==> config.mk <==
export PLATFORM = sky130hd
export DESIGN_NAME = trap_sequencer
export DESIGN_NICKNAME = d
export VERILOG_FILES = /design/src/rtl/trap_seq_pkg.sv /design/src/rtl/trap_seq_ctrl.sv /design/src/rtl/trap_seq_dp.sv /design/src/rtl/trap_sequencer.sv
export SDC_FILE = /design/constraint.sdc
export NUM_CORES = 1
export LEC_CHECK = 0
export BUFFER_PORTS_ARGS = -buffer_cell sky130_fd_sc_hd__clkbuf_2
export CORE_ASPECT_RATIO = 1.25
export CORE_MARGIN = 2
export CORE_UTILIZATION = 55
export CTS_CLUSTER_SIZE = 28
export DETAILED_ROUTE_END_ITERATION = 16
export GPL_TIMING_DRIVEN = 1
export PLACE_DENSITY = 0.86
export SETUP_SLACK_MARGIN = 0.02
export SYNTH_ARGS = -nofsm -noshare
export SYNTH_HDL_FRONTEND = slang
export SYNTH_SLANG_ARGS = --single-unit
==> constraint.sdc <==
create_clock -name clk -period 6.1 [get_ports clk]
set_input_delay 1.22 -clock clk [delete_from_list [all_inputs] [get_ports clk]]
set_output_delay 1.22 -clock clk [all_outputs]
set_load 0.02 [all_outputs]
==> src/rtl/trap_seq_pkg.sv <==
package trap_seq_pkg;

  localparam int CODE_W    = 4;
  localparam int NUM_CODES = 1 << CODE_W;
  localparam int OFS_W     = 16;
  localparam int OFS_STEP  = 256;

  localparam logic [CODE_W-1:0] CODE_INTR  = CODE_W'(1);
  localparam logic [CODE_W-1:0] CODE_CALL  = CODE_W'(2);
  localparam logic [CODE_W-1:0] CODE_ARITH = CODE_W'(3);

  typedef logic [OFS_W-1:0] vec_table_t [NUM_CODES];

  // Strobes from control to datapath, one set per cycle.
  typedef struct packed {
    logic entry;         // fault/interrupt taken
    logic ret;           // legal return
    logic badRet;        // return outside privileged mode
    logic writeRestart;  // exception address gets written
    logic skipInsn;      // restart after the faulting instruction
    logic swapIn;
    logic swapOut;
    logic swapErr;
  } seq_ctl_t;

  function automatic vec_table_t defaultVecTable();
    vec_table_t t;
    for (int k = 0; k < NUM_CODES; k++) begin
      t[k] = OFS_W'((k + 1) * OFS_STEP);
    end
    return t;
  endfunction

endpackage

==> src/rtl/trap_seq_ctrl.sv <==
module trap_seq_ctrl
  import trap_seq_pkg::*;
(
  input  logic              clk,
  input  logic              rstN,
  input  logic              faultValid,
  input  logic              retValid,
  input  logic [CODE_W-1:0] faultCode,
  input  logic              commitPriv,
  input  logic              savedUsr,
  output seq_ctl_t          ctl,
  output logic              redirValid,
  output logic              excAddrWe,
  output logic              swapReq,
  output logic              swapDir,
  output logic              illegalRet,
  output logic              swapErr,
  output logic              shadowActive
);

  logic isEntry;
  logic isRet;
  logic wantIn;
  logic wantOut;

  always_comb begin
    // Entry wins over a simultaneous return.
    isEntry = faultValid;
    isRet   = retValid && !faultValid;

    ctl.entry        = isEntry;
    ctl.ret          = isRet && commitPriv;
    ctl.badRet       = isRet && !commitPriv;
    ctl.writeRestart = isEntry && !((faultCode == CODE_INTR) && commitPriv);
    ctl.skipInsn     = (faultCode == CODE_CALL) || (faultCode == CODE_ARITH);

    wantIn  = isEntry && !commitPriv;
    wantOut = ctl.ret && savedUsr;

    ctl.swapIn  = wantIn && !shadowActive;
    ctl.swapOut = wantOut && shadowActive;
    ctl.swapErr = (wantIn && shadowActive) || (wantOut && !shadowActive);
  end

  always_ff @(posedge clk) begin
    if (!rstN) begin
      redirValid   <= 1'b0;
      excAddrWe    <= 1'b0;
      swapReq      <= 1'b0;
      swapDir      <= 1'b0;
      illegalRet   <= 1'b0;
      swapErr      <= 1'b0;
      shadowActive <= 1'b0;
    end else begin
      redirValid <= ctl.entry || ctl.ret;
      excAddrWe  <= ctl.writeRestart;
      illegalRet <= ctl.badRet;
      swapErr    <= ctl.swapErr;
      swapReq    <= ctl.swapIn || ctl.swapOut;
      if (ctl.swapIn) begin
        swapDir      <= 1'b1;
        shadowActive <= 1'b1;
      end else if (ctl.swapOut) begin
        swapDir      <= 1'b0;
        shadowActive <= 1'b0;
      end
    end
  end

endmodule

==> src/rtl/trap_seq_dp.sv <==
module trap_seq_dp
  import trap_seq_pkg::*;
#(
  parameter int         PC_W    = 32,
  parameter vec_table_t VEC_OFS = defaultVecTable()
) (
  input  logic              clk,
  input  logic              rstN,
  input  seq_ctl_t          ctl,
  input  logic [PC_W-1:0]   commitPc,
  input  logic [CODE_W-1:0] faultCode,
  input  logic [PC_W-1:0]   privBase,
  input  logic [PC_W-1:0]   savedExcAddr,
  output logic [PC_W-1:0]   newPc,
  output logic [PC_W-1:0]   nextPc,
  output logic [PC_W-1:0]   excAddrVal
);

  localparam logic [PC_W-1:0] INSN_BYTES = PC_W'(4);

  logic [OFS_W-1:0] ofsTerm [NUM_CODES];
  logic [OFS_W-1:0] ofsSel;
  logic [PC_W-1:0]  pcPlus;
  logic [PC_W-1:0]  vecPc;
  logic [PC_W-1:0]  restartPc;

  // One-hot select of the vector offset, one term per code.
  for (genvar k = 0; k < NUM_CODES; k++) begin : g_ofs
    assign ofsTerm[k] = (faultCode == CODE_W'(k)) ? VEC_OFS[k] : '0;
  end

  always_comb begin
    ofsSel = '0;
    for (int k = 0; k < NUM_CODES; k++) begin
      ofsSel = ofsSel | ofsTerm[k];
    end
    pcPlus    = commitPc + INSN_BYTES;
    vecPc     = privBase + PC_W'(ofsSel);
    restartPc = ctl.skipInsn ? pcPlus : commitPc;
  end

  always_ff @(posedge clk) begin
    if (!rstN) begin
      newPc      <= '0;
      nextPc     <= '0;
      excAddrVal <= '0;
    end else begin
      if (ctl.entry) begin
        newPc  <= vecPc;
        nextPc <= pcPlus;
      end else if (ctl.ret) begin
        newPc  <= pcPlus;
        nextPc <= savedExcAddr;
      end
      if (ctl.writeRestart) begin
        excAddrVal <= restartPc;
      end
    end
  end

endmodule

==> src/rtl/trap_sequencer.sv <==
module trap_sequencer
  import trap_seq_pkg::*;
#(
  parameter int         PC_W    = 32,
  parameter vec_table_t VEC_OFS = defaultVecTable()
) (
  input  logic              clk,
  input  logic              rstN,
  input  logic [PC_W-1:0]   commitPc,
  input  logic [CODE_W-1:0] faultCode,
  input  logic              faultValid,
  input  logic              retValid,
  input  logic [PC_W-1:0]   privBase,
  input  logic [PC_W-1:0]   savedExcAddr,
  output logic              redirValid,
  output logic [PC_W-1:0]   newPc,
  output logic [PC_W-1:0]   nextPc,
  output logic              excAddrWe,
  output logic [PC_W-1:0]   excAddrVal,
  output logic              swapReq,
  output logic              swapDir,
  output logic              illegalRet,
  output logic              swapErr,
  output logic              shadowActive
);

  seq_ctl_t ctl;
  logic     savedUsr;

  assign savedUsr = !savedExcAddr[0];

  trap_seq_ctrl u_ctrl (
    .clk          (clk),
    .rstN         (rstN),
    .faultValid   (faultValid),
    .retValid     (retValid),
    .faultCode    (faultCode),
    .commitPriv   (commitPc[0]),
    .savedUsr     (savedUsr),
    .ctl          (ctl),
    .redirValid   (redirValid),
    .excAddrWe    (excAddrWe),
    .swapReq      (swapReq),
    .swapDir      (swapDir),
    .illegalRet   (illegalRet),
    .swapErr      (swapErr),
    .shadowActive (shadowActive)
  );

  trap_seq_dp #(.PC_W(PC_W), .VEC_OFS(VEC_OFS)) u_dp (
    .clk          (clk),
    .rstN         (rstN),
    .ctl          (ctl),
    .commitPc     (commitPc),
    .faultCode    (faultCode),
    .privBase     (privBase),
    .savedExcAddr (savedExcAddr),
    .newPc        (newPc),
    .nextPc       (nextPc),
    .excAddrVal   (excAddrVal)
  );

endmodule

=== Word-level counts from Yosys, hierarchy flattened ===
Cells that the tools add are included.

* Add/subtract/negate cells: 2
* Shift-type cells: 0
* Muxes and demuxes: 23
* Equality and inequality tests: 15
* Reduce and logical (&&, ||, !) cells: 23
* Divide/modulo/power cells: 0
* Bitwise gates (word level): 15
* Multiply operators: 0
* $lt $le $gt $ge: 0

{| class="wikitable"
|+ Operator list
! operator !! number
|-
| OR 16 bit || 15
|-
| 2-to-1 mux 32 bit || 5
|-
| 2-to-1 mux 12 bit || 8
|-
| 2-to-1 mux 11 bit || 4
|-
| adder 32 x 16 -> 32 bit || 1
|-
| adder 32 x 3 -> 32 bit, second input constant || 1
|-
| equality test 4 bit, second input constant || 8
|-
| 2-to-1 mux 10 bit || 2
|-
| equality test 4 x 3 -> 1 bit, second input constant || 4
|-
| 2-to-1 mux 13 bit || 1
|-
| logical AND 1 bit || 11
|-
| 2-to-1 mux 9 bit || 1
|-
| equality test 4 x 2 -> 1 bit, second input constant || 2
|-
| logical NOT 1 bit || 5
|-
| equality test 4 x 1 -> 1 bit, second input constant || 1
|-
| logical NOT 4 bit || 1
|-
| logical OR 1 bit || 4
|-
| nonzero test 2 bit || 2
|-
| 2-to-1 mux 1 bit || 2
|}

* Memory bits (writable): 0
* Word-level logic and storage cells: 87
* Output and inout port bits: 103
* Memory bits (read-only): 0
* Input bits: 104
* Memories kept: 0
* Register bits: 102
* Latch bits: 0

=== Depth between registers and ports, before layout ===
Gate-level depths: netlist of the first run.

* Depth in word-level cells: 19
* Gate-level depth with buffers: 9
* Mapped depth without buffers: 9

=== Hierarchy ===
A second synthesis of the first run with hierarchy kept.

* Cells, all modules: 725
* Area, all modules: 5988.2 µm²

{| class="wikitable"
|+ Modules (own cells, without submodules)
! module !! cells an instance !! seq. area each (µm²) !! times used !! area an instance (µm²)
|-
| trap_seq_dp || 693 || 1921.8 || 1 || 5677.9
|-
| trap_seq_ctrl || 31 || 120.1 || 1 || 306.5
|-
| trap_sequencer || 1 || 0.0 || 1 || 3.8
|}

=== Worst setup path after synthesis of the first run ===
OpenSTA, ideal clock, no wires.

* Kind: input -> register
* Start: input faultCode[1]
* End: register u_dp.newPc[28]
* Arrival: 3.020 ns
* Cell stages on the path: 8
* Setup slack: 2.942 ns
* Setup time: 0.138 ns
* Buffers on the path: 0
* Required time: 5.962 ns
* Cells stage by stage: xor2_1 inv_1 fa_1 nor2b_1 o211ai_1 a2111oi_0 xnor2_1 o221ai_1

* Longest elaborated chain between the ends: 19
* Elaborated cells on any way between the ends: 49
* Those cells by class: add/sub (1); eq/ne (15); mux (17); bitwise (15); reduce/logical (1)

{| class="wikitable"
|+ RTL lines
! item !! RTL line !! source
|-
| start: declaration || trap_sequencer.sv:10 || <nowiki>input logic [CODE_W-1:0] faultCode,</nowiki>
|-
| equality test 4 x 1 -> 1 bit / logical NOT 4 bit (equally long branches) || trap_seq_dp.sv:29 || <nowiki>assign ofsTerm[k] = (faultCode == CODE_W'(k)) ? VEC_OFS[k] : '0;</nowiki>
|-
| 2-to-1 mux 10 bit / 2-to-1 mux 9 bit (equally long branches) || trap_seq_dp.sv:29 ||
|-
| OR 16 bit (14 in series) || trap_seq_dp.sv:35 || <nowiki>ofsSel = ofsSel | ofsTerm[k];</nowiki>
|-
| OR 16 bit (*) || trap_seq_dp.sv:35 ||
|-
| adder 32 x 16 -> 32 bit (*) || trap_seq_dp.sv:38 || <nowiki>vecPc = privBase + PC_W'(ofsSel);</nowiki>
|-
| 2-to-1 mux 32 bit (*) || trap_seq_dp.sv:48 || <nowiki>if (ctl.entry) begin</nowiki>
|-
| end signal: assignment || trap_seq_dp.sv:49 || <nowiki>newPc <= vecPc;</nowiki>
|-
| end signal: assignment || trap_seq_dp.sv:52 || <nowiki>newPc <= pcPlus;</nowiki>
|-
| end: declaration || trap_seq_dp.sv:14 || <nowiki>output logic [PC_W-1:0] newPc,</nowiki>
|}

Mark *: on every way between the ends. The rest lies on a longest branch, timed or not.
A chain may end at the register's enable or synchronous reset.

=== Worst setup path in the final report of the first run ===
* Start: input faultCode[2]
* End: register u_dp.newPc[27]

Same word-level chain as after synthesis.

==> results of run 1 <==
## cells by family (layout without fill, tap and decap cells)
group           after synthesis  count (layout)  share of synthesized area [%]
simple gates                290             290                           25.7
compound gates              189             189                           20.5
flops                       102             102                           35.0
xor+xnor                     75              75                           11.3
buf+inv                      72             240                           5.23
fa+ha+maj                     7               7                           1.63
mux                           4               4                          0.686
## cell type report
type | instances | area (um2) | area share, %
Tap cell | 132 | 165 | 2.30
Clock inverter | 3 | 65.1 | 0.907
Clock buffer | 13 | 270 | 3.77
Timing Repair Buffer | 213 | 1080 | 15.1
Sequential cell | 102 | 2040 | 28.5
Multi-Input combinational cell | 565 | 3500 | 48.9
Inverter | 11 | 41.3 | 0.576
## path summary, 6_finish.rpt
path,from,endpoint,slack [ns],cells past startpoint
setup / recovery,faultCode[2],u_dp.newPc[27],2.72,9
hold / removal,u_dp.nextPc[12],u_dp.nextPc[12],0.49,2
setup reg to reg,u_dp.newPc[24],u_dp.newPc[24],5.18,3
hold reg to reg,u_dp.nextPc[12],u_dp.nextPc[12],0.49,2
## flip-flops by register name, indices dropped and copies added (netlist names)
| signal | flops |
|---|---|
| u_dp.nextPc | 32 |
| u_dp.excAddrVal | 32 |
| u_ctrl.swapDir | 1 |
| u_ctrl.illegalRet | 1 |
| u_dp.newPc | 32 |
| u_ctrl.redirValid | 1 |
| u_ctrl.excAddrWe | 1 |
| u_ctrl.swapErr | 1 |
| u_ctrl.swapReq | 1 |
## routing by layer
metal  track usage [%]  wire, um
met1              35.1      6560
met2              51.9      8990
met3              4.68      1330
met4              17.8       902
met5                 0         0
## cells in the final DEF (no fill, tap or decap), types with 3 or more instances in the layout
cell type,Yosys,final
a31oi_1,4,4
a21o_1,3,3
o21ai_0,54,54
clkbuf_16,0,9
and4_1,7,7
nand2_1,109,109
a311oi_1,11,11
nor4b_1,3,3
nand3_1,29,29
and3_1,21,21
nor4_2,4,4
nor4_1,10,10
mux2i_1,4,4
inv_1,10,10
o211ai_1,6,6
dfxtp_1,102,102
nor3_1,8,8
nand4_1,10,10
ha_1,6,6
buf_4,1,7
and2_1,4,3
a211oi_1,28,28
nor2_1,62,62
a211o_1,4,4
clkbuf_2,0,206
nor2b_1,3,3
a21oi_1,47,46
clkbuf_8,0,3
o22ai_1,9,9
nand2b_1,3,3
xor2_1,39,39
xnor2_1,36,36
nor3_2,4,4
## worst min-delay path, delay by kind of cell, from the launching register on
kind	cells	cell delay [ns]
simple gates	1	0.05
flops	1	0.31
compound gates	1	0.07
## power groups by stage
stage | clock (mW) | sequential [mW] | combinational [mW]
floorplan | 0 | 0.819 | 0.174
global placement | 0 | 0.762 | 0.372
detailed placement | 0 | 0.762 | 0.378
CTS | 0.645 | 0.748 | 0.379
global route | 0.668 | 0.752 | 0.414
finish | 0.636 | 0.748 | 0.381
## per-stage QoR
stage | hold WS (ns) | setup WS (ns) | instances
4_1_cts | 0.484 | 2.79 | 1039
3_5_place_dp | 0.474 | 2.43 | 1023
6_report | 0.486 | 2.72 | 1039
2_1_floorplan | 0.556 | 2.94 | 739
3_3_place_gp | 0.468 | 2.45 | 1023
5_1_grt | 0.509 | 2.59 | 1039
==> report_table.html, run 1 <==
<table>
<tr><th>Metric</th><th>Value</th></tr>
<tr><th colspan="2">Worst setup path</th></tr>
<tr><td>Worst-path cell chain</td><td>clkbuf_2 &gt; nand3_1 &gt; nor2_1 &gt; ha_1 &gt; a21oi_1 &gt; o211ai_1 &gt; nand4_1 &gt; xnor2_1 &gt; a221o_1</td></tr>
<tr><td>Master of the slowest instance on the critical path</td><td>a21oi_1</td></tr>
<tr><td>Buffers plus inverters on the worst setup path</td><td>1</td></tr>
<tr><td>CP Data Arrival Time</td><td>3.62 ns</td></tr>
<tr><td>Crit Path Class</td><td>in2reg</td></tr>
<tr><td>Required arrival time at the worst endpoint</td><td>6.34 ns</td></tr>
<tr><td>Worst Path Max Fanout</td><td>11</td></tr>
<tr><td>Cell type group with the largest total delay on the critical path</td><td>compound AO/OA/AOI/OAI gates</td></tr>
<tr><td>Kind of launch point of the worst setup path</td><td>input port</td></tr>
<tr><td>CP Capture Type</td><td>flip-flop</td></tr>
<tr><td>Largest stage delay, worst path</td><td>0.70 ns</td></tr>
<tr><th colspan="2">STA</th></tr>
<tr><td>Worst slew slack as a fraction of its limit</td><td>40.2%</td></tr>
<tr><td>Min Clock Period, post-route</td><td>3.38 ns</td></tr>
<tr><td>Final setup viols</td><td>0</td></tr>
<tr><td>Final hold violation count</td><td>0</td></tr>
<tr><td>Count of final max-slew check failures</td><td>0</td></tr>
<tr><td>Setup repair after global routing missed its margin</td><td>false</td></tr>
<tr><td>Worst-margin pin slew</td><td>0.893 ns</td></tr>
<tr><td>Max frequency</td><td>296 MHz</td></tr>
<tr><td>Setup total negative slack</td><td>0 ns</td></tr>
<tr><td>Worst Clk Skew</td><td>0.000146 ns</td></tr>
<tr><td>Final cycle utilization of the critical path</td><td>55.4%</td></tr>
<tr><th colspan="2">Final layout</th></tr>
<tr><td>Fraction of layout instances using a drive strength above 1</td><td>27.6%</td></tr>
<tr><td>Number of nets at the end of the flow</td><td>1,013</td></tr>
<tr><td>Filler Cell Count</td><td>899</td></tr>
<tr><td>Final Core Density</td><td>68.6%</td></tr>
<tr><td>Post-route cell area</td><td>7170 um2</td></tr>
<tr><td>Area Overhead vs Synth</td><td>22.8%</td></tr>
<tr><td>Number of antenna cells inserted</td><td>0</td></tr>
<tr><th colspan="2">CTS</th></tr>
<tr><td>Resized Gates After CTS</td><td>0</td></tr>
<tr><td>Number of clock sinks</td><td>102</td></tr>
<tr><td>H-tree depth</td><td>3</td></tr>
<tr><td>Post-CTS setup buffer count</td><td>0</td></tr>
<tr><td>Hold-fix buffers at CTS</td><td>0</td></tr>
<tr><td>Bufs on Longest Clock Path</td><td>2</td></tr>
<tr><td>TritonCTS clock tree</td><td>done</td></tr>
<tr><td>Cell chosen for the clock root</td><td>clkbuf_16</td></tr>
<tr><td>Num CTS Buffers</td><td>9</td></tr>
<tr><td>CTS clk-pin slew, worst paths</td><td>0.07 ns</td></tr>
<tr><td>Clk_lat worst skew</td><td>0.35 ns</td></tr>
<tr><th colspan="2">Floorplanning</th></tr>
<tr><td>Standard-cell row count</td><td>42</td></tr>
<tr><td>Core Footprint</td><td>10,500 um2</td></tr>
<tr><td>Overall die height</td><td>119 um</td></tr>
<tr><td>Initial standard-cell utilization of the core</td><td>55.8%</td></tr>
<tr><td>Die ar.</td><td>11,500 um2</td></tr>
<tr><td>I/O pin count</td><td>207</td></tr>
<tr><td>Die width</td><td>96.2 um</td></tr>
<tr><th colspan="2">Logic synthesis</th></tr>
<tr><td>Syn. warnings</td><td>0</td></tr>
<tr><td>Biggest area contributors in the synthesized netlist</td><td>dfxtp_1 35%, nand2_1 7.0%, xor2_1 5.9%, xnor2_1 5.4%, o21ai_0 4.6%</td></tr>
<tr><td>Ranking of synthesized cells by instance count</td><td>109 x nand2_1, 102 x dfxtp_1, 62 x nor2_1</td></tr>
<tr><td>Synth top area share</td><td>35.0%</td></tr>
<tr><td>Register area share after synthesis</td><td>35.0%</td></tr>
<tr><td>Number of different library cells in the post-synthesis netlist</td><td>64</td></tr>
<tr><td>Synthesized netlist cell count</td><td>739</td></tr>
<tr><td>Fraction of registers with async set or reset after synthesis</td><td>0%</td></tr>
<tr><td>Synthesized area</td><td>5840 um2</td></tr>
<tr><td>Post-Syn Nets</td><td>850</td></tr>
<tr><td>Syn Area/Cell</td><td>7.90 um2</td></tr>
<tr><td>Top cell type by total area after synthesis</td><td>dfxtp_1</td></tr>
<tr><td>Dominant cell by count in the synthesized netlist</td><td>nand2_1</td></tr>
<tr><td>Number of enable flip-flop cells after synthesis</td><td>0</td></tr>
<tr><td>Flip-flop cell with the highest count after synthesis</td><td>dfxtp_1</td></tr>
<tr><td>Yosys reg bits</td><td>102</td></tr>
<tr><th colspan="2">Routing</th></tr>
<tr><td>Drt pass-1 iters</td><td>5</td></tr>
<tr><td>Detailed-route DRC error count</td><td>0</td></tr>
<tr><td>Final routed wirelength across all metal layers</td><td>17.8 mm</td></tr>
<tr><td>Detailed-route vias per instance</td><td>5.88</td></tr>
<tr><td>Remaining number of nets flagged by the antenna check after routing</td><td>0</td></tr>
<tr><td>Via count of the routed design</td><td>6,109</td></tr>
<tr><td>WL/cell</td><td>17.1 um</td></tr>
<tr><td>Drt initial violations</td><td>432</td></tr>
<tr><th colspan="2">Global route</th></tr>
<tr><td>Total grt overflow</td><td>0</td></tr>
<tr><td>Initial antenna violation count</td><td>0</td></tr>
<tr><td>Largest net degree at the start of global routing</td><td>63</td></tr>
<tr><td>Vias in the first global route</td><td>5,652</td></tr>
<tr><td>Wire length of the first global-routing pass</td><td>27.3 mm</td></tr>
<tr><td>GRT Resource Usage Total</td><td>30.4%</td></tr>
<tr><th colspan="2">Pwr</th></tr>
<tr><td>Leakage dissipation</td><td>3.06 nW</td></tr>
<tr><td>Net switching share of the total power</td><td>29.5%</td></tr>
<tr><td>Switching Power</td><td>520 uW</td></tr>
<tr><td>Sequential Power Share</td><td>42.4%</td></tr>
<tr><td>IR Drop Worst-Case VDD</td><td>138 uV</td></tr>
<tr><td>Pwr Total</td><td>1.76 mW</td></tr>
<tr><td>Comb power frac</td><td>21.6%</td></tr>
<tr><td>Cell-internal power</td><td>1.24 mW</td></tr>
<tr><td>Power density over the cells</td><td>246 nW/um2</td></tr>
<tr><td>Relative contribution of the clock network to total power</td><td>36.0%</td></tr>
<tr><th colspan="2">Run status</th></tr>
<tr><td>Outcome</td><td>complete, no violations</td></tr>
<tr><th colspan="2">Place</th></tr>
<tr><td>Count of port buffers added during placement</td><td>206</td></tr>
<tr><td>HPWL after DPL</td><td>13.2 mm</td></tr>
<tr><td>Placed instance area</td><td>6840 um2</td></tr>
<tr><td>Weighted congestion reported at the end of routability-driven placement</td><td>0.975</td></tr>
<tr><th colspan="2">Worst hold path</th></tr>
<tr><td>Class of the worst hold path</td><td>reg2reg</td></tr>
<tr><th colspan="2">Run</th></tr>
<tr><td>Reported max-cap violation count</td><td>0</td></tr>
</table>
(Power assumes the default switching activity.)
==> inputs of run 2 (changes only) <==
--- a/config.mk
+++ b/config.mk
@@ -5,14 +5,15 @@
 export SDC_FILE = /design/constraint.sdc
 export NUM_CORES = 1
 export LEC_CHECK = 0
+export ABC_AREA = 1
 export BUFFER_PORTS_ARGS = -buffer_cell sky130_fd_sc_hd__clkbuf_2
 export CORE_ASPECT_RATIO = 1.25
 export CORE_MARGIN = 2
-export CORE_UTILIZATION = 55
+export CORE_UTILIZATION = 46
 export CTS_CLUSTER_SIZE = 28
 export DETAILED_ROUTE_END_ITERATION = 16
 export GPL_TIMING_DRIVEN = 1
-export PLACE_DENSITY = 0.86
+export PLACE_DENSITY = 0.76
 export SETUP_SLACK_MARGIN = 0.02
 export SYNTH_ARGS = -nofsm -noshare
 export SYNTH_HDL_FRONTEND = slang
==> constraint.sdc (replaced) <==
create_clock -name clk -period 3 [get_ports clk]
set_input_delay 0.6 -clock clk [delete_from_list [all_inputs] [get_ports clk]]
set_output_delay 0.6 -clock clk [all_outputs]
set_load 0.02 [all_outputs]
==> report_table.html, run 2 <==
<table>
<tr><th>Metric</th><th>Value</th></tr>
<tr><th colspan="2">Run status</th></tr>
<tr><td>Outcome</td><td>complete, no violations</td></tr>
<tr><th colspan="2">Logic synthesis</th></tr>
<tr><td>Fraction of registers with async set or reset after synthesis</td><td>0% (unchanged)</td></tr>
<tr><td>Yosys reg bits</td><td>102 (unchanged)</td></tr>
<tr><td>Dominant cell by count in the synthesized netlist</td><td>nand2_1</td></tr>
<tr><td>Number of different library cells in the post-synthesis netlist</td><td>35 (-45%)</td></tr>
<tr><td>Synth top area share</td><td>34.2% (-0.74 points)</td></tr>
<tr><td>Flip-flop cell with the highest count after synthesis</td><td>dfxtp_1</td></tr>
<tr><td>Number of enable flip-flop cells after synthesis</td><td>0 (unchanged)</td></tr>
<tr><td>Top cell type by total area after synthesis</td><td>dfxtp_1</td></tr>
<tr><td>Post-Syn Nets</td><td>1,030 (+21%)</td></tr>
<tr><td>Syn Area/Cell</td><td>6.49 um2 (-18%)</td></tr>
<tr><td>Biggest area contributors in the synthesized netlist</td><td>dfxtp_1 34%, nand2_1 21%, a21oi_1 6.3%, nor2_1 4.4%, a31oi_1 4.0%</td></tr>
<tr><td>Ranking of synthesized cells by instance count</td><td>333 x nand2_1, 102 x dfxtp_1, 75 x a21oi_1</td></tr>
<tr><td>Synthesized netlist cell count</td><td>919 (+24%)</td></tr>
<tr><td>Synthesized area</td><td>5960 um2 (+2.2%)</td></tr>
<tr><td>Register area share after synthesis</td><td>34.2% (-0.74 points)</td></tr>
<tr><td>Syn. warnings</td><td>0 (unchanged)</td></tr>
<tr><th colspan="2">STA</th></tr>
<tr><td>Min Clock Period, post-route</td><td>2.12 ns</td></tr>
<tr><td>Worst-margin pin slew</td><td>0.648 ns (-0.245 ns)</td></tr>
<tr><td>Count of final max-slew check failures</td><td>0 (unchanged)</td></tr>
<tr><td>Final hold violation count</td><td>0 (unchanged)</td></tr>
<tr><td>Final cycle utilization of the critical path</td><td>70.7%</td></tr>
<tr><td>Max frequency</td><td>471 MHz</td></tr>
<tr><td>Worst Clk Skew</td><td>0.000431 ns (+0.000286 ns)</td></tr>
<tr><td>Worst slew slack as a fraction of its limit</td><td>56.7% (+17 points)</td></tr>
<tr><td>Setup repair after global routing missed its margin</td><td>false</td></tr>
<tr><td>Final setup viols</td><td>0 (unchanged)</td></tr>
<tr><td>Setup total negative slack</td><td>0 ns (unchanged)</td></tr>
<tr><th colspan="2">Pwr</th></tr>
<tr><td>Net switching share of the total power</td><td>32.8% (+3.3 points)</td></tr>
<tr><td>Relative contribution of the clock network to total power</td><td>34.4% (-1.6 points)</td></tr>
<tr><td>Cell-internal power</td><td>2.39 mW (+92%)</td></tr>
<tr><td>Sequential Power Share</td><td>42.4% (about the same)</td></tr>
<tr><td>Switching Power</td><td>1.17 mW (+120%)</td></tr>
<tr><td>Comb power frac</td><td>23.1% (+1.5 points)</td></tr>
<tr><td>IR Drop Worst-Case VDD</td><td>338 uV (+150%)</td></tr>
<tr><td>Pwr Total</td><td>3.56 mW (+100%)</td></tr>
<tr><td>Power density over the cells</td><td>481 nW/um2 (+96%)</td></tr>
<tr><td>Leakage dissipation</td><td>3.54 nW (+16%)</td></tr>
<tr><th colspan="2">Worst setup path</th></tr>
<tr><td>Kind of launch point of the worst setup path</td><td>input port</td></tr>
<tr><td>Worst Path Max Fanout</td><td>5 (-6)</td></tr>
<tr><td>CP Data Arrival Time</td><td>2.43 ns (-1.19 ns)</td></tr>
<tr><td>Required arrival time at the worst endpoint</td><td>3.30 ns (-3.04 ns)</td></tr>
<tr><td>Crit Path Class</td><td>in2reg</td></tr>
<tr><td>Minimum setup slack among reg-to-reg paths</td><td>2.07 ns (-3.11 ns)</td></tr>
<tr><td>CP Capture Type</td><td>flip-flop</td></tr>
<tr><th colspan="2">Routing</th></tr>
<tr><td>Drt pass-1 iters</td><td>6 (+1)</td></tr>
<tr><td>Detailed-route vias per instance</td><td>5.25 (-11%)</td></tr>
<tr><td>Remaining number of nets flagged by the antenna check after routing</td><td>0 (unchanged)</td></tr>
<tr><td>Final routed wirelength across all metal layers</td><td>20.9 mm (+17%)</td></tr>
<tr><td>Via count of the routed design</td><td>6,721 (+10%)</td></tr>
<tr><td>Drt initial violations</td><td>524 (+21%)</td></tr>
<tr><td>WL/cell</td><td>16.3 um (-4.6%)</td></tr>
<tr><td>Detailed-route DRC error count</td><td>0 (unchanged)</td></tr>
<tr><th colspan="2">CTS</th></tr>
<tr><td>TritonCTS clock tree</td><td>done</td></tr>
<tr><td>Cell chosen for the clock root</td><td>clkbuf_16</td></tr>
<tr><td>CTS clk-pin slew, worst paths</td><td>0.07 ns (about the same)</td></tr>
<tr><td>Number of clock sinks</td><td>102 (unchanged)</td></tr>
<tr><td>Post-CTS setup buffer count</td><td>0 (unchanged)</td></tr>
<tr><td>Num CTS Buffers</td><td>9 (unchanged)</td></tr>
<tr><td>H-tree depth</td><td>3 (unchanged)</td></tr>
<tr><td>Bufs on Longest Clock Path</td><td>2 (unchanged)</td></tr>
<tr><td>Resized Gates After CTS</td><td>0 (unchanged)</td></tr>
<tr><td>Clk_lat worst skew</td><td>0.35 ns (about the same)</td></tr>
<tr><td>Hold-fix buffers at CTS</td><td>0 (unchanged)</td></tr>
<tr><th colspan="2">Global route</th></tr>
<tr><td>Met3 Usage GRT</td><td>4.61% (-0.067 points)</td></tr>
<tr><td>Largest net degree at the start of global routing</td><td>52 (-17%)</td></tr>
<tr><td>Global-route met1 utilization</td><td>38.2% (+3.1 points)</td></tr>
<tr><td>Total grt overflow</td><td>0 (unchanged)</td></tr>
<tr><td>Wire length of the first global-routing pass</td><td>32.6 mm (+20%)</td></tr>
<tr><td>Met2 usage</td><td>49.4% (-2.6 points)</td></tr>
<tr><td>Layer carrying the most global-route usage</td><td>met2</td></tr>
<tr><td>Initial antenna violation count</td><td>0 (unchanged)</td></tr>
<tr><td>GRT Resource Usage Total</td><td>29.6% (-0.85 points)</td></tr>
<tr><td>Vias in the first global route</td><td>6,202 (+9.7%)</td></tr>
<tr><th colspan="2">Final layout</th></tr>
<tr><td>Number of antenna cells inserted</td><td>0 (unchanged)</td></tr>
<tr><td>Number of nets at the end of the flow</td><td>1,217 (+20%)</td></tr>
<tr><td>Area occupied by multi-input gates</td><td>3450 um2 (-1.6%)</td></tr>
<tr><td>Top library cells by usage in the layout, fill and taps aside</td><td>333 x nand2_1, 206 x clkbuf_2, 102 x dfxtp_1</td></tr>
<tr><td>Area Overhead vs Synth</td><td>24.0%</td></tr>
<tr><td>Most common cell after layout, fill and taps aside</td><td>nand2_1</td></tr>
<tr><td>Sequential standard cell area</td><td>2040 um2 (unchanged)</td></tr>
<tr><td>Filler Cell Count</td><td>1,326 (+47%)</td></tr>
<tr><td>Fraction of layout instances using a drive strength above 1</td><td>24.8% (-2.7 points)</td></tr>
<tr><td>Biggest regs</td><td>u_dp.excAddrVal: 32 flops, u_dp.newPc: 32 flops, u_dp.nextPc: 32 flops</td></tr>
<tr><td>Post-route cell area</td><td>7390 um2 (+3.1%)</td></tr>
<tr><th colspan="2">Place</th></tr>
<tr><td>Weighted congestion reported at the end of routability-driven placement</td><td>0.955 (-2.1%)</td></tr>
<tr><td>HPWL after DPL</td><td>16.1 mm (+22%)</td></tr>
<tr><td>Count of port buffers added during placement</td><td>206 (unchanged)</td></tr>
<tr><td>Placed instance area</td><td>7090 um2 (+3.7%)</td></tr>
<tr><th colspan="2">Floorplanning</th></tr>
<tr><td>Die ar.</td><td>13,900 um2 (+21%)</td></tr>
<tr><td>I/O pin count</td><td>207 (unchanged)</td></tr>
<tr><td>Core Footprint</td><td>12,700 um2 (+21%)</td></tr>
<tr><td>Die width</td><td>106 um (+10%)</td></tr>
<tr><td>Overall die height</td><td>131 um (+10%)</td></tr>
<tr><td>Standard-cell row count</td><td>46 (+9.5%)</td></tr>
<tr><td>Initial standard-cell utilization of the core</td><td>47.1% (-8.7 points)</td></tr>
<tr><th colspan="2">Run</th></tr>
<tr><td>Reported max-cap violation count</td><td>0 (unchanged)</td></tr>
<tr><th colspan="2">Worst hold path</th></tr>
<tr><td>Class of the worst hold path</td><td>reg2reg</td></tr>
</table>
run 2: logic make-up after synthesis:
group           count (synthesis)  share of synthesized area [%]
compound gates                170                           15.6
simple gates                  500                           35.5
flops                         102                           34.2
fa+ha+maj                       7                           1.59
buf+inv                       109                           7.99
xor+xnor                       31                           5.06
run 2: power groups by stage:
stage	Clock (mW)	Combinational, mW	Sequential, mW
final	1.23	0.823	1.51
after global routing	1.29	0.898	1.52
after CTS	1.24	0.820	1.51
after detailed placement	0	0.815	1.54
after global placement	0	0.814	1.54
after floorplan	0	0.370	1.66
run 2: per-stage QoR:
stage                     hold WS [ns]  utilization (%)  worst slack, ns  std cells
after floorplan                  0.536                -            0.946        919
after global placement           0.450             56.0            0.509       1263
after detailed placement         0.458             56.0            0.532       1263
after CTS                        0.469             58.4            0.887       1279
after global routing             0.487             58.4            0.623       1279
final                            0.469             58.4            0.879       1279
run 2: layout make-up:
cell class	instances	area share, %
clock buffer	10	3.10
sequential	102	27.6
timing repair buffer	219	15.4
clock inverter	6	1.03
inverter	66	3.38
tap	168	2.84
multi-input combinational	708	46.6
run 2: worst max-delay path: stages:
cell and delay [ns]:
clkbuf_2 0.11, inv_1 0.06, nor2_1 0.12, nor2_1 0.09, fa_1 0.38, inv_1 0.11
nand3_1 0.08, nand3_1 0.16, nand2_1 0.07, nand2_1 0.17, xor2_1 0.22, nand2_1 0.08
nand3_1 0.08, nand2_1 0.05, inv_1 0.04
run 2: metal layers:
layer  vias to the layer above  wire length, um
met5                         -                0
met4                         0              747
met3                        41             1440
met2                       284            10000
met1                      3043             8680
li1                       3353                -
run 2: path summary, 6_finish.rpt:
kind	cells after the start	from	to
max	15	faultCode[0]	u_dp.newPc[16]
min	2	u_dp.nextPc[1]	u_dp.nextPc[1]
max reg2reg	3	u_ctrl.swapDir	u_ctrl.swapReq
min reg2reg	2	u_dp.nextPc[1]	u_dp.nextPc[1]
